===== config.mk =====
export PLATFORM = sky130hd
export DESIGN_NAME = interleaved_count_decim
export DESIGN_NICKNAME = d
export VERILOG_FILES = /design/src/rtl/interleaved_count_decim.sv
export SDC_FILE = /design/constraint.sdc
export NUM_CORES = 1
export LEC_CHECK = 0
export ABC_CLOCK_PERIOD_IN_PS = 2100
export BUFFER_PORTS_ARGS = -buffer_cell sky130_fd_sc_hd__buf_4
export CAP_MARGIN = 20
export CORE_MARGIN = 4
export CORE_UTILIZATION = 55
export DETAILED_ROUTE_END_ITERATION = 7
export PLACE_DENSITY = 0.79
export REMOVE_ABC_BUFFERS = 1
export SLEW_MARGIN = 25
export SYNTH_ARGS = -nofsm -noshare
export SYNTH_HDL_FRONTEND = slang
export SYNTH_SLANG_ARGS = --single-unit

===== constraint.sdc =====
create_clock -name clk -period 2.1 [get_ports clk]
set_input_delay 0 -clock clk [delete_from_list [all_inputs] [get_ports clk]]
set_output_delay 0 -clock clk [all_outputs]
set_load 0.05 [all_outputs]

===== src/rtl/interleaved_count_decim.sv =====
module interleaved_count_decim #(
  parameter int WIN  = 64,
  parameter int NCNT = 2,
  localparam int OW  = $clog2(WIN) + 1,
  localparam int IW  = (NCNT > 1) ? $clog2(NCNT) : 1
) (
  input  logic          clk,
  input  logic          rst,
  input  logic          en,
  input  logic          bit_in,
  output logic [OW-1:0] out_data,
  output logic          out_valid,
  output logic [IW-1:0] out_idx
);
  localparam int STEP = WIN / NCNT;
  localparam int PW   = $clog2(WIN);

  logic [PW-1:0]   ph;
  logic [NCNT-1:0] hit;
  logic [NCNT-1:0] primed;
  logic [OW-1:0]   acc [NCNT];
  logic [OW-1:0]   sel_data;
  logic [IW-1:0]   sel_idx;
  logic            sel_ok;

  always_comb begin
    sel_data = '0;
    sel_idx  = '0;
    sel_ok   = 1'b0;
    for (int k = 0; k < NCNT; k++) begin
      hit[k] = (ph == PW'(k * STEP));
      if (hit[k]) begin
        sel_data = acc[k];
        sel_idx  = IW'(k);
        sel_ok   = primed[k];
      end
    end
  end

  always_ff @(posedge clk) begin
    if (rst) begin
      ph     <= '0;
      primed <= '0;
      for (int k = 0; k < NCNT; k++) acc[k] <= '0;
    end else if (en) begin
      ph <= (ph == PW'(WIN - 1)) ? '0 : ph + 1'b1;
      for (int k = 0; k < NCNT; k++) begin
        if (hit[k]) begin
          acc[k]    <= OW'(bit_in);
          primed[k] <= 1'b1;
        end else begin
          acc[k] <= acc[k] + OW'(bit_in);
        end
      end
    end
  end

  always_ff @(posedge clk) begin
    if (rst) begin
      out_valid <= 1'b0;
      out_data  <= '0;
      out_idx   <= '0;
    end else begin
      out_valid <= en & sel_ok;
      if (en & sel_ok) begin
        out_data <= sel_data;
        out_idx  <= sel_idx;
      end
    end
  end
endmodule


# Word-level counts from Yosys, hierarchy flattened
# Memory sizes are Yosys's and may differ from the RTL's.
# Cells that the tools add are included.
# Widths: inputs -> output; s select.
[classes]
add_sub_neg = 3
n_eq_ne = 2
muxes = 27
bitwise = 5
reduce_logical = 3
[op_table]
columns = ["cell", "count"]
rows = [
  ["$mux 7", 6],
  ["$mux 1", 20],
  ["$add 7x1->7", 2],
  ["$eq 6x6->1 const B", 2],
  ["$add 6x1->6 const B", 1],
  ["$logic_not 6->1", 1],
  ["$mux 6", 1],
  ["$or 1x1->1", 4],
  ["$reduce_and 2->1", 2],
  ["$and 1x1->1", 1],
]
[totals]
ff_bits = 17
ram_bits = 14
inputBits = 4
out_inout_bits = 9
wordCells = 47
n_memories = 1
[memory_table]
columns = ["name", "words", "word_bits", "rd", "rd_ports_with_merged_regs", "wr", "line_no", "source"]
rows = [
  ["acc", 2, 7, 2, 0, 2, "21", "logic [OW-1:0] acc [NCNT];"],
]

# Logic depth before layout (Yosys ltp)
[depth]
depth_word = 7
depth_mapped = 6
mapped_depth_nobuf = 5

# Worst setup path after synthesis
# No wires, ideal clock.
[synth_timing]
path_kind = "register to register"
startpoint = "reg ph[0]"
endpoint = "mem acc[1][0] (netlist bit), data pin"
setup_ps = 260
arrival_ps = 1198
required_ps = 1840
slack_ps = 642
stages_incl_launch_ff = 6
path_buffers = 0
synth_period_minus_slack_ps = 1458
cell_sequence = "dfxtp_1 > inv_1 > ha_1 > or4b_4 > o21ai_0 > a21oi_1"
[synth_rtl]
columns = ["item", "line_no", "source"]
rows = [
  ["from (decl)", "18", "logic [PW-1:0] ph;"],
  ["from (signal assigned)", "46", "ph <= (ph == PW'(WIN - 1)) ? '0 : ph + 1'b1;"],
  ["to (decl)", "21", ""],
]

# Final worst setup path
[layout_timing]
startpoint = "reg ph[5]"
endpoint = "reg out_data[1]"
[layout_via]
elab_chain_len = 4
elab_cells_between_ends = 7
classes_between = "eq/ne: 1; mux: 4; bitwise: 1; reduce/logical: 1"
[layout_rtl]
columns = ["item", "line_no", "source"]
rows = [
  ["$logic_not 6->1", "31", "hit[k] = (ph == PW'(k * STEP));"],
  ["$mux 1 (2 in a row)", "32", "if (hit[k]) begin"],
  ["$and 1x1->1", "65", "if (en & sel_ok) begin"],
  ["to (signal assigned)", "66", "out_data <= sel_data;"],
  ["to (decl)", "11", "output logic [OW-1:0] out_data,"],
]
# Several ways; a longest one is shown, not always the timed one.
# A chain may end at the register's enable or synchronous reset.

==> out/summary.txt <==
Run status -> complete, no violations
Die ar. -> 3990 µm²
Type of origin of the critical path -> flop
Tcrit/Tclk final -> 0.800
Clock Latency Late Sink -> 340 ps
Final antenna-violating net count -> 0
Post-Route WL -> 3.28 mm
Antenna violations before repair -> 0
Residual DRC -> 0
H-tree depth -> 2
#FFs+latches synth -> 31
Final net count -> 183
Share of cells above drive strength 1 -> 0.190
Post-Synthesis Cell Area -> 1680 µm²
Sinks on Clock Net -> 31
Crit-path cells -> mux2_4 > a31oi_1 > nor3b_2
Worst Skew -> 8.56 ps
Commonest non-fill, non-tap cell in the layout -> dfxtp_1
Vias in the first global route -> 1230
CP required -> 2330 ps
Area share of and/or/nand/nor cells after synthesis -> 0.233
Crit path from -> ph[5]
Area growth from synthesis to layout -> 7.32%
Register area -> 761 µm²
Slew HR -> 0.492
Initial drt markers -> 91
PwrDens -> 740 nW/µm²
Syn Inst Count -> 163
CTS clk-pin slew, worst paths -> 100 ps
EDFF count, synth -> 14
Via Count -> 1252
Largest family of logic cells by synthesized area -> simple AND/OR/NAND/NOR gates
# diodes -> 0
Die height -> 63.2 µm
Slowest CP cell -> dfxtp_1
CTS root buffer -> clkbuf_4
Post-synthesis xor/xnor area fraction -> 0.0471
TritonRoute pass-1 iters -> 4
DP Wirelength -> 2.38 mm
Row count -> 19
Max_cap viols -> 0
Critical Path Sink Type -> flop
# IOs -> 13
Hold crit path type -> input port to flop
Post-CTS Setup Inserts -> 0
Core Footprint -> 2830 µm²
Ys async rst share -> 0
Endpoints failing hold -> 0
Post-synth cell types -> 29
Adder-cell share of the synthesized area -> 0.0448
Dominant synthesized flop cell -> dfxtp_1
WL/cell -> 16.0 µm
FF-to-FF path depth -> 3
Synth Warn # -> 0
Critical R2R Capture -> out_data[1]
P_leak -> 0.646 nW
Sequential-to-total area share from yosys stat -> 0.454
Filler cells -> 236
Crit path max-delay family -> flip-flops
Fmax -> 595 MHz
Die X -> 63.2 µm
Worst VDD drop -> 0.000462 V
Crit path time final -> 1680 ps
CP Max Fanout -> 19
Slew Viols, Final -> 0
Critical R2R Launch -> ph[5]
PortBufs -> 12
Final setup fails -> 0
Syn_area_per_cell -> 10.3 µm²
Layout Utilization -> 0.636
Crit path DAT -> 1910 ps
Vias per inst -> 6.11
Critical path type -> flop to flop
Total negative setup slack -> 0 ps
Synth Area in Compound Gates -> 0.0978
Starting Density -> 0.592
Critical path depth -> 3
First-pass GRT wire length -> 5.73 mm
Multi-input logic area -> 803 µm²
Mux contribution to synthesized area -> 0.0568
GRT overflow -> 0
CTS Buffer Depth -> 2
CP Capture Point -> out_data[1]
Buf+Inv Stages, Crit Path -> 0
Global placement routability congestion -> 0.784
Largest net degree at the start of global routing -> 28
Commonest non-fill, non-tap cells in the layout -> 17 x dfxtp_1, 15 x nor2_1, 14 x edfxtp_1
Crit path largest cell delay -> 830 ps
Num CTS Buffers -> 5
RSZ-0062 raised after global routing -> false
CTS tree -> done
Total Routing Usage GR -> 0.185
Tightest Pin Transition -> 761 ps
Worst reg2reg setup slack -> 420 ps
==> area by class of cell <==
class,instances,share of cell area
inverter,5,0.0104
timing repair buffer,14,0.0598
multi-input combinational,116,0.447
clock buffer,8,0.0383
tap,31,0.0216
sequential,31,0.423
==> synthesized netlist by cell type (all sizes together) (2+ instances only) <==
cell	number	area, µm²
xnor2	2	17.5
edfxtp	14	420
a21o	2	17.5
nor2	15	56.3
o21ai	7	35.0
a21oi	7	35.0
nor3b	7	87.6
nand3	10	50.1
a31oi	11	68.8
dfxtp	17	340
ha	6	75.1
mux2i	8	80.1
nand4	10	62.6
buf	9	85.1
inv	5	18.8
or3	5	31.3
clkbuf	2	7.51
nand2b	2	12.5
nand2	11	41.3
xor2	7	61.3
==> timing repair <==
item                      in CTS  in global routing
gates resized for setup        0                  0
hold endpoints to repair      12                  0
hold buffers                   1                  0
==> logic make-up after synthesis <==
kind of cell | Yosys count
AOI/OAI and AO/OA | 28
DFF | 31
adders and majority gates | 6
and+or+nand+nor | 64
muxes | 9
xor gates and xnor gates | 9
buffers and inverters | 16
==> through the flow <==
step                      setup WS [ps]  power [mW]  area [µm²]  std cells  hold WS (ps)
final                               419        1.33        1800        205          78.8
after global placement              539       0.925        1720        196           329
after CTS                           427        1.33        1800        205          58.5
after floorplan                     357       0.864        1580        152          69.1
after global routing                312        1.40        1800        205          76.8
after detailed placement            451       0.939        1720        196           343
==> flip-flops by register name, indices dropped and copies added (netlist names) <==
signal     count
out_data       7
out_idx        1
out_valid      1
primed         2
ph             6
acc           14
==> tightest hold or removal path: cells and delay by family <==
family,cells,cell delay [ps]
simple gates,1,80
buf+inv,1,110
compound gates,1,120
==> worst min-delay path by stage <==
| stage | slack, ps | endpoint | start | depth (start not counted) |
|---|---|---|---|---|
| floorplan | 70 | ph[0] | rst | 1 |
| global placement | 330 | primed[1] | rst | 2 |
| detailed placement | 340 | ph[4] | rst | 2 |
| CTS | 60 | ph[0] | en | 3 |
| global route | 80 | acc[0][0] | bit_in | 3 |
| finish | 80 | acc[1][0] | bit_in | 3 |
==> report_power, final <==
part	internal (mW)	leakage (nW)	switching (mW)
Combinational	0.0861	0.314	0.132
Clock	0.197	0.0386	0.207
Sequential	0.668	0.294	0.0416
==> per-layer routing <==
| metal | routed length, µm | up-vias | global-route usage |
|---|---|---|---|
| li1 | - | 614 | - |
| met1 | 1370 | 593 | 0.219 |
| met2 | 1650 | 36 | 0.300 |
| met3 | 172 | 9 | 0.0604 |
| met4 | 90 | 0 | 0.0916 |
| met5 | 0 | - | 0 |
No activity file was read; power rests on OpenSTA's default activity.
